==> src/rtl/sdram_rdseq_pkg.sv <==
package sdram_rdseq_pkg;

    // Command code on {cs_n, ras_n, cas_n, we_n}
    typedef enum logic [3:0] {
        CMD_NOP = 4'b0111,
        CMD_ACT = 4'b0011,
        CMD_RD  = 4'b0101
    } sd_cmd_e;

    typedef enum logic [1:0] {
        ST_IDLE,
        ST_OPEN,
        ST_BURST
    } seq_state_e;

    // Timer slots
    localparam int TI_RCD = 0;
    localparam int TI_RAS = 1;
    localparam int TI_RC  = 2;
    localparam int TI_BL  = 3;
    localparam int TI_RP  = 4;
    localparam int N_TMR  = 5;

    function automatic int ns_to_cyc(input int ns, input int clk_ns);
        return (ns + clk_ns - 1) / clk_ns;
    endfunction

    function automatic int imax(input int a, input int b);
        return (a > b) ? a : b;
    endfunction

endpackage

==> src/rtl/sdram_rdseq_tmr.sv <==
module sdram_rdseq_tmr #(
    parameter int W = 5
) (
    input  logic         clk,
    input  logic         rst,
    input  logic         load,
    input  logic [W-1:0] val,
    output logic         zero
);
    logic [W-1:0] cnt;

    // Loaded with N, reaches zero N-1 cycles after the load edge
    always_ff @(posedge clk) begin
        if (rst)
            cnt <= '0;
        else if (load)
            cnt <= val - W'(1);
        else if (cnt != '0)
            cnt <= cnt - W'(1);
    end

    assign zero = (cnt == '0);
endmodule

==> src/rtl/sdram_rdseq_cap.sv <==
module sdram_rdseq_cap #(
    parameter int DQ_W = 16,
    parameter int CL   = 2,
    parameter int BL   = 4
) (
    input  logic            clk,
    input  logic            rst,
    input  logic            rd_issued,
    input  logic [DQ_W-1:0] dq_in,
    output logic [DQ_W-1:0] data,
    output logic            valid,
    output logic            last
);
    localparam int CW = $clog2(BL + 1);

    logic [CL-1:0] hit;
    logic [CW-1:0] left;
    logic          take;
    logic          final_beat;

    assign take       = hit[CL-1] || (left != '0);
    assign final_beat = hit[CL-1] ? (BL == 1) : (left == CW'(1));

    always_ff @(posedge clk) begin
        if (rst) begin
            hit   <= '0;
            left  <= '0;
            data  <= '0;
            valid <= 1'b0;
            last  <= 1'b0;
        end else begin
            hit <= (hit << 1) | CL'(rd_issued);
            if (hit[CL-1])
                left <= CW'(BL - 1);
            else if (left != '0)
                left <= left - CW'(1);
            if (take)
                data <= dq_in;
            valid <= take;
            last  <= take && final_beat;
        end
    end
endmodule

==> src/rtl/sdram_rdseq.sv <==
module sdram_rdseq
    import sdram_rdseq_pkg::*;
#(
    parameter int CLK_NS  = 8,
    parameter int TRCD_NS = 18,
    parameter int TRAS_NS = 42,
    parameter int TRC_NS  = 60,
    parameter int TRP_NS  = 18,
    parameter int CL      = 2,
    parameter int BL      = 4,
    parameter int BANK_W  = 1,
    parameter int ROW_W   = 11,
    parameter int COL_W   = 8,
    parameter int AP_BIT  = 10,
    parameter int DQ_W    = 16
) (
    input  logic              clk,
    input  logic              rst,
    input  logic              req_valid,
    output logic              req_ready,
    input  logic [BANK_W-1:0] req_bank,
    input  logic [ROW_W-1:0]  req_row,
    input  logic [COL_W-1:0]  req_col,
    output logic [DQ_W-1:0]   rd_data,
    output logic              rd_valid,
    output logic              rd_last,
    output logic              sd_cs_n,
    output logic              sd_ras_n,
    output logic              sd_cas_n,
    output logic              sd_we_n,
    output logic [ROW_W-1:0]  sd_addr,
    output logic [BANK_W-1:0] sd_ba,
    output logic [DQ_W/8-1:0] sd_dqm,
    input  logic [DQ_W-1:0]   sd_dq
);
    localparam int TRCD_C = ns_to_cyc(TRCD_NS, CLK_NS);
    localparam int TRAS_C = ns_to_cyc(TRAS_NS, CLK_NS);
    localparam int TRC_C  = ns_to_cyc(TRC_NS, CLK_NS);
    localparam int TRP_C  = ns_to_cyc(TRP_NS, CLK_NS);
    localparam int PRE_C  = imax(TRAS_C, TRCD_C + BL);
    localparam int GAP_C  = imax(TRC_C, PRE_C + TRP_C);
    localparam int TW     = $clog2(GAP_C + 1) + 1;
    localparam int MW     = DQ_W / 8;

    seq_state_e        st;
    sd_cmd_e           cmd_q;
    logic [ROW_W-1:0]  addr_q;
    logic [BANK_W-1:0] ba_q;
    logic [COL_W-1:0]  col_q;
    logic [MW-1:0]     dqm_q;
    logic [ROW_W-1:0]  rd_addr;

    logic [N_TMR-1:0]  t_load;
    logic [N_TMR-1:0]  t_zero;
    logic [TW-1:0]     t_val [N_TMR];

    logic accept, go_read, close_row;

    assign req_ready = (st == ST_IDLE) && t_zero[TI_RC] && t_zero[TI_RP];
    assign accept    = req_valid && req_ready;
    assign go_read   = (st == ST_OPEN) && t_zero[TI_RCD];
    assign close_row = (st == ST_BURST) && t_zero[TI_RAS] && t_zero[TI_BL];

    assign t_val[TI_RCD] = TW'(TRCD_C);
    assign t_val[TI_RAS] = TW'(TRAS_C);
    assign t_val[TI_RC]  = TW'(TRC_C);
    assign t_val[TI_BL]  = TW'(BL);
    assign t_val[TI_RP]  = TW'(TRP_C);

    assign t_load[TI_RCD] = accept;
    assign t_load[TI_RAS] = accept;
    assign t_load[TI_RC]  = accept;
    assign t_load[TI_BL]  = go_read;
    assign t_load[TI_RP]  = close_row;

    for (genvar i = 0; i < N_TMR; i++) begin : g_tmr
        sdram_rdseq_tmr #(.W(TW)) u_tmr (
            .clk  (clk),
            .rst  (rst),
            .load (t_load[i]),
            .val  (t_val[i]),
            .zero (t_zero[i])
        );
    end

    always_comb begin
        rd_addr                = '0;
        rd_addr[COL_W-1:0]     = col_q;
        rd_addr[AP_BIT]        = 1'b1;
    end

    always_ff @(posedge clk) begin
        if (rst) begin
            st     <= ST_IDLE;
            cmd_q  <= CMD_NOP;
            addr_q <= '0;
            ba_q   <= '0;
            col_q  <= '0;
            dqm_q  <= '1;
        end else begin
            cmd_q <= CMD_NOP;
            if (rd_last)
                dqm_q <= '1;
            unique case (st)
                ST_IDLE: if (accept) begin
                    cmd_q  <= CMD_ACT;
                    addr_q <= req_row;
                    ba_q   <= req_bank;
                    col_q  <= req_col;
                    st     <= ST_OPEN;
                end
                ST_OPEN: if (go_read) begin
                    cmd_q  <= CMD_RD;
                    addr_q <= rd_addr;
                    dqm_q  <= '0;
                    st     <= ST_BURST;
                end
                ST_BURST: if (close_row)
                    st <= ST_IDLE;
                default: st <= ST_IDLE;
            endcase
        end
    end

    sdram_rdseq_cap #(.DQ_W(DQ_W), .CL(CL), .BL(BL)) u_cap (
        .clk       (clk),
        .rst       (rst),
        .rd_issued (cmd_q == CMD_RD),
        .dq_in     (sd_dq),
        .data      (rd_data),
        .valid     (rd_valid),
        .last      (rd_last)
    );

    assign {sd_cs_n, sd_ras_n, sd_cas_n, sd_we_n} = cmd_q;
    assign sd_addr = addr_q;
    assign sd_ba   = ba_q;
    assign sd_dqm  = dqm_q;
endmodule

==> config.mk <==
export PLATFORM = sky130hd
export DESIGN_NAME = sdram_rdseq
export DESIGN_NICKNAME = d
export VERILOG_FILES = /design/src/rtl/sdram_rdseq_pkg.sv /design/src/rtl/sdram_rdseq_tmr.sv /design/src/rtl/sdram_rdseq_cap.sv /design/src/rtl/sdram_rdseq.sv
export SDC_FILE = /design/constraint.sdc
export NUM_CORES = 1
export LEC_CHECK = 0
export BUFFER_PORTS_ARGS = -buffer_cell sky130_fd_sc_hd__buf_4
export CAP_MARGIN = 40
export CORE_ASPECT_RATIO = 0.8
export CORE_UTILIZATION = 40
export DETAILED_ROUTE_END_ITERATION = 10
export SYNTH_ARGS = -nofsm -noshare
export SYNTH_HDL_FRONTEND = slang
export SYNTH_SLANG_ARGS = --single-unit
==> constraint.sdc <==
create_clock -name clk -period 2.1 [get_ports clk]
set_input_delay 0.315 -clock clk [delete_from_list [all_inputs] [get_ports clk]]
set_output_delay 0.315 -clock clk [all_outputs]
set_load 0.02 [all_outputs]
==> results.md, run 1 <==
- Among all cell types in the netlist, the one instantiated most often is dfxtp_1.
- Synthesis produced 361 cells.
- The number of buffers on the longest clock path is 2.
- After detailed placement, the design holds a cell count of 527.
- The floorplan step set the die height to 82.5 um.
- The H-tree generated during clock tree synthesis spans 3 levels.
- Of the synthesized area, sequential elements account for approximately 46%.
- In the routed layout, each cell is associated on average with a via count of approximately 4.8.
- The number of warnings reported in the yosys synthesis log is 0.
- The cell family contributing the most delay on the critical path is buffers and inverters.
- Ranked by total cell area, the synthesized netlist is headed by dfxtp_1 (46%), nand2_1 (8.0%), a21oi_1 (7.7%).
- The first global-routing pass estimated 11500 um of wire.
- Counting flops with an async set or reset pin after synthesis yields a share of 0%.
- Once detail routing completed, the nets flagged for antenna violations numbered 0.
- The data arrival at the endpoint of the critical path is 1.65 ns.
- Detailed routing inserted a total of roughly 2600 vias.
- Setup violations remaining at the end of the flow were counted as 0.
- STA classifies the critical path startpoint as a flop.
- The placer's final routability congestion estimate is 0.730.
- The register bit total from synthesis is 74.
- The final number of max-transition violations is 0.
- The effective utilization at floorplan is 42.6%.
- The setup clock skew after layout is 0.00940 ns.
- 0 antenna diodes ended up in the layout.
- The initial antenna violation count is 0.
- Setup repair after global routing left no endpoint under its margin.
- Buffers placed on the I/O ports in this run total between 70 and 80.
- Global routing finished with a remaining overflow of 0.
- The post-route worst setup slack is 0.140 ns.
- Dividing the detail-routed wire length by the instance count gives 12.7 um.
- The later pin in the worst-skew pair is clocked with a latency of 0.34 ns.
- Counting every net in the synthesized netlist gives 413.
- Summed over all failing endpoints, the final setup total negative slack is 0 ns.
- The endpoint type of the worst setup path is a primary output.
- The share of the clock period used by the worst path is between 90 and 100%.
- The most frequent cell on the critical path is buf_4.
- The run finished with clean final reports.
- Among all flip-flop cells after synthesis, the most frequent one is dfxtp_1.
- After detailed routing, the number of remaining DRC violations is 0.
- Counting instances in the post-synthesis netlist gives the leading cell types as dfxtp_1 (74), nand2_1 (69), a21oi_1 (50).
- The synthesized design contains 0 enable-type register cells.
- TritonCTS built the clock tree.
- In this run the horizontal extent of the chip is 103 um.
- The number of maximum-capacitance violations is 0.
- The number of clock buffers added by TritonCTS is 9.
- The delay of the slowest cell on the worst path is 0.31 ns.
- The clock period minus final worst setup slack is 1.96 ns.
- The worst slack at placement is around 0.22 ns.
- The wire-length estimate of the detail-placed layout is between 4000 and 5000 um.
- The netlist area before placement is 0.00324 mm^2.
- The region available for standard cell placement spans 0.00760 mm^2.
- In this run the most critical hold path is launched from req_col[4].
- Entering global routing, the biggest net connects 46 pins.
- The number of sinks driven by the clock tree is 74.
- The critical path starts at g_tmr[2].u_tmr.cnt[0].
- The number of hold buffers added after cts is 0.
- Measured against its own limit, the worst slew margin works out to 66.5%.
- Based on the critical path, the design can be clocked at up to between 500 and 600 MHz.
- IR analysis of the VDD net gives a maximum drop of 0.909 mV.
- The starting DRC count in detailed routing is roughly 120.
- The category of the most critical setup path is flop to primary output.
- The final wirelength is roughly 6900 um.
- Clock-pin slew was measured on the worst setup and hold paths at 0.08 ns.
- The signal on the critical path passes through inv_1 -> ha_2 -> nor4b_4 -> buf_4 -> and3_1 -> buf_4.
- The worst register-to-register path begins at g_tmr[2].u_tmr.cnt[1].
- The required time at the endpoint of the critical path is 1.78 ns.
- In the final layout, the share of cells above drive strength 1 is 26.2%.
- The number of failing hold endpoints at the final stage is 0.
- Of all nets on the critical path, the largest fanout is 4.
- The net count of the finished layout is 486.
- The largest individual stage delay along the critical path comes from the cell dfxtp_1.
- In this run the power density over the cells is 1550 mW/mm^2.
- The die area is 0.00846 mm^2.
- The total track usage is 17.7%.
- The number of global-route vias before repair is 2398.
- The netlist uses 38 different library cells.
- The number of detailed-routing iterations run before antenna repair is 4.
- 76 I/O pins were placed.
- Counting both buffers and inverters, the worst setup path holds a total of 3.
- The synthesized area divided by synthesized cell count is ~9.0 um^2.
- The final non-filler cell total is between 500 and 600.
- The area growth from synthesis to layout is 26.7%.
- The classification of the worst-slack hold path is primary input to flop.
- The CTS root buffer is clkbuf_8.
- The transition time of the tightest slew-check pin is 0.503 ns.
- The floorplan has 28 rows.
- In this run the static leakage power is 1.72 nW.
- The fraction of synthesized cell area taken by the top area cell type is 45.7%.
- The cell type with the highest aggregate area in the netlist is dfxtp_1.
## flip-flops by register name (all words and copies together) (netlist names)
| register | cells |
|---|---|
| u_cap.data | 16 |
| sd_ba | 1 |
| u_cap.left | 3 |
| u_cap.hit | 2 |
| col_q | 8 |
| sd_addr | 11 |
| sd_dqm | 2 |
| u_cap.last | 1 |
| g_tmr.u_tmr.cnt | 25 |
| cmd_q | 2 |
| st | 2 |
| u_cap.valid | 1 |
## routing by layer
layer	wire length, um	vias up	track usage, %
met4	57	0	6.00
met5	0	-	0
met1	3370	1183	24.0
met2	3220	45	26.9
met3	287	4	5.22
li1	-	1355	-
## power breakdown
| group | total [mW] | switching, mW | internal [mW] |
|---|---|---|---|
| Sequential | 2.22 | 0.360 | 1.86 |
| Combinational | 2.93 | 1.56 | 1.38 |
| Clock | 1.20 | 0.529 | 0.671 |
## placed cells by master, fill, tap and decap left out, drive strengths merged, types with 4 or more instances in the layout
cell	n
buf	82
dfxtp	74
nand2	69
a21oi	50
nor2	27
inv	13
nor3	13
xnor2	13
ha	13
mux2i	12
clkbuf	10
a211oi	8
nor4b	5
nor2b	5
nor4	4
o21ai	4
## worst paths after layout
| path | end | slack, ns | cells after the start |
|---|---|---|---|
| worst max register to register | g_tmr[0].u_tmr.cnt[3] | 0.20 | 8 |
| worst min-delay path | col_q[4] | 0.21 | 3 |
| worst max-delay path | req_ready | 0.14 | 6 |
| worst min register to register | u_cap.hit[0] | 0.42 | 1 |
## timing repair
action                     4_1_cts  5_1_grt
buffers inserted                 1        0
gates cloned                     0        0
resized for setup                0        1
setup endpoints to repair        1        1
## worst reg2reg max path, cell delays in order, from the launching register on
cell and delay, ns:
dfxtp_1 0.36, inv_1 0.07, ha_2 0.18, nor4b_4 0.13
buf_4 0.15, and4_1 0.26, buf_4 0.21, or3_1 0.37
nor2_1 0.11
## per-stage QoR
step | utilization, % | total power, mW | cell area [um^2] | hold WS, ns
global route | 53.9 | 6.88 | 4100 | 0.205
finish | 53.9 | 6.35 | 4100 | 0.215
global placement | 50.9 | 5.13 | 3870 | 0.419
detailed placement | 50.9 | 5.17 | 3870 | 0.412
CTS | 53.9 | 6.42 | 4100 | 0.195
floorplan | - | 4.40 | 3240 | 0.414
## cell type report
cell class,instances,area [um^2]
clock buffers,10,128
clock inverters,6,91.3
fillers,718,3500
well taps,105,131
inverters,14,52.6
flip-flops and latches,74,1480
repair buffers,82,628
multi-input cells,253,1590
## kinds of logic after synthesis
kind of cell | count (synthesis) | synth area share (%)
other | 2 | 0.232
AO/OA/AOI/OAI | 66 | 12.4
multiplexers | 13 | 4.06
AND/OR/NAND/NOR | 144 | 23.2
buffers and inverters | 34 | 5.25
XOR/XNOR | 15 | 4.06
adder cells (fa/ha/maj) | 13 | 5.02
flip-flops | 74 | 45.7
Power figures use the tool's default switching activity.
==> run 2, diff against run 1 <==
CTS_BUF_LIST = sky130_fd_sc_hd__clkbuf_4   (was default)
==> run 2 against run 1 <==
Net effect: clock power down 17%; worst setup slack worse by 0.014 ns; combinational power up 2%; sequential power about the same; critical endpoint unchanged; cell area down 0.58%; critical path type unchanged.
==> results.md, run 2 (synthesized netlist as in run 1, its figures left out) <==
- Status: complete, no violations (unchanged).
- The final number of setup-violating endpoints is 0 (unchanged).
- The register bank with the most flops is g_tmr.u_tmr.cnt (unchanged).
- The number of maximum-capacitance violations is 0 (unchanged).
- The count of nets left with antenna violations after detail routing is 0 (unchanged).
- The number of placed I/O pins came to 76 (unchanged).
- The setup clock skew after layout is 0.0127 ns (was 0.00940 ns).
- The effective utilization at floorplan is 42.6% (unchanged).
- The worst slack on hold paths is 0.126 ns (was 0.215 ns).
- The share of post-route cells with drive strength above 1 was 27.7% (was 26.2%).
- The number of global-route vias before repair is 2402 (was 2398).
- Setup repair after global routing missed its margin: false (unchanged).
- The total half-perimeter wirelength after legalization and detailed placement came to 4960 um (unchanged).
- The chip width is 103 um (unchanged).
- The setup slack on the worst flop-to-flop path is 0.18 ns (was 0.20 ns).
- The flip-flop count of the largest register, all copies and words added was 25 (unchanged).
- The area of all sequential standard cells was 0.00148 mm^2 (about the same).
- The total track usage was 17.7% (about the same).
- The classification of the worst-slack hold path is primary input to flop (unchanged).
- The TritonCTS clock tree is done (unchanged).
- The length in cells of the worst reg-to-reg path is 8 (unchanged).
- The number of antenna repair diodes is 0 (unchanged).
- The setup TNS after final layout is 0 ns (unchanged).
- The vias after detailed routing came to 2601 (was 2587).
- The starting DRC count in detailed routing is 102 (was 116).
- The die height was 82.5 um (unchanged).
- The category of the most critical setup path was flop to primary output (unchanged).
- The H-tree level count was 3 (unchanged).
- The origin of the critical flop-to-flop path is g_tmr[4].u_tmr.cnt[0] (was g_tmr[2].u_tmr.cnt[1]).
- The reported leakage power is 1.71 nW (was 1.72 nW).
- The via count normalized by instance count is 4.77 (was 4.76).
- The pin count of the biggest net entering global routing is 46 (unchanged).
- The number of cells on the worst hold path is 3 (unchanged).
- The number of sinks driven by the clock tree was 74 (unchanged).
- The number of buffers on the longest clock path is 2 (unchanged).
- The initial antenna violation count is 0 (unchanged).
- The critical register-to-register path endpoint was g_tmr[0].u_tmr.cnt[3] (unchanged).
- The final non-filler cell total is 545 (was 544).
- The number of input and output port buffers inserted is 73 (unchanged).
- The wire length of the first global-routing pass is 11500 um (about the same).
- Most used cells in the layout excluding fill and tap cells: buf_4 (81), dfxtp_1 (72), nand2_1 (69), a21oi_1 (50), nor2_1 (27) (was buf_4 (81), dfxtp_1 (74), nand2_1 (69), a21oi_1 (50), nor2_1 (27)).
- The net count of the finished layout is 487 (was 486).
- The endpoint type of the worst setup path is a primary output (unchanged).
- The endpoint of the worst hold path is col_q[4] (unchanged).
- The post-route worst setup slack is 0.126 ns (was 0.140 ns).
- The hold path startpoint is req_col[4] (unchanged).
- The worst slack at placement is 0.224 ns (unchanged).
- The total number of placement rows is 28 (unchanged).
- The transition time of the tightest slew-check pin came to 0.502 ns (was 0.503 ns).
- The area occupied by multi-input gates is 0.00160 mm^2 (was 0.00159 mm^2).
- The finished layout cell area is 0.00408 mm^2 (was 0.00410 mm^2).
- The detailed-route wire length per cell is 12.8 um (was 12.7 um).
- The overall power after layout is 6.22 mW (was 6.35 mW).
- The fraction of the core area covered by cells at the end of the flow is 53.6% (was 53.9%).
- The later-pin clock latency in the skew report is 0.42 ns (was 0.34 ns).
- The most common cell after layout, fill and taps aside is buf_4 (unchanged).
- The achievable clock frequency is 507 MHz (was 510 MHz).
- The remaining global-route overflow is 0 (unchanged).
- The number of detailed-routing iterations run before antenna repair is 4 (unchanged).
- The clock period minus final worst setup slack came to 1.97 ns (was 1.96 ns).
- The power per cell area was 1520 mW/mm^2 (was 1550 mW/mm^2).
- The maximum VDD drop is 0.952 mV (was 0.909 mV).
- The final wirelength is 7000 um (was 6930 um).
- The post-place instance area is 0.00387 mm^2 (unchanged).
- The number of failing hold endpoints at the final stage is 0 (unchanged).
- The placer's final routability congestion estimate came to 0.730 (unchanged).
- The relative slew slack is 66.6% (was 66.5%).
- The data arrival at the endpoint of the critical path came to 1.66 ns (was 1.65 ns).
- The share of the clock period used by the worst path is 94.0% (was 93.3%).
- The CTS buffer count is 9 (unchanged).
- The die area is 0.00846 mm^2 (unchanged).
- The area of the core is 0.00760 mm^2 (unchanged).
- The type of origin of the critical path is a flop (unchanged).
- The number of placed instances, taps included was 527 (unchanged).
- The final number of max-transition violations is 0 (unchanged).
- The peak fanout along the critical path is 4 (unchanged).
- The required time at the endpoint of the critical path was 1.78 ns (about the same).
- The area growth from synthesis to layout came to 25.9% (was 26.7%).
- The count of fill cells added during filler insertion is 717 (was 718).
- The CTS root buffer was clkbuf_4 (was clkbuf_8).
- The clock transition at the registers of the reported paths is 0.13 ns (was 0.08 ns).
- The final routed DRC violation total came to 0 (unchanged).
## run 2: what timing repair did
action / 4_1_cts / 5_1_grt
hold buffers: 0 / 0
buffers inserted: 1 / 1
endpoints found under the setup margin: 1 / 1
resized for setup: 0 / 8
## run 2: worst max path at each step
stage / end / slack (ns) / cells after the start / start
CTS: req_ready / 0.004 / 6 / g_tmr[2].u_tmr.cnt[0]
finish: req_ready / 0.13 / 6 / g_tmr[2].u_tmr.cnt[0]
detailed placement: sd_addr[6] / 0.22 / 6 / g_tmr[2].u_tmr.cnt[0]
global placement: sd_addr[4] / 0.32 / 6 / g_tmr[2].u_tmr.cnt[0]
floorplan: sd_addr[0] / 0.45 / 8 / g_tmr[2].u_tmr.cnt[0]
global route: req_ready / 0.02 / 6 / g_tmr[2].u_tmr.cnt[0]
## run 2: critical path: stages (launching register included)
cell	delay, ns
dfxtp_2	0.34
inv_2	0.10
ha_4	0.15
nor4b_4	0.21
buf_4	0.16
and3_4	0.18
buf_6	0.11
## run 2: routing by layer
metal  track usage [%]  part of all wire (%)  up-vias
li1                  -                     -     1362
met1              24.2                    47     1184
met2              26.5                    47       51
met3              5.72                   5.0        4
met4              5.14                  0.74        0
met5                 0                     0        -
## run 2: area by class of cell
cell class                 count  share of cell area, %
clock buffer                  10                   1.84
sequential                    74                   36.4
tap                          105                   3.22
multi-input combinational    253                   39.3
clock inverter                 6                   2.24
inverter                      14                   1.29
timing repair buffer          83                   15.7
## run 2: where the power goes
group	switching, mW	internal (mW)
Combinational	1.58	1.42
Sequential	0.362	1.86
Clock	0.505	0.497
Total	2.44	3.77
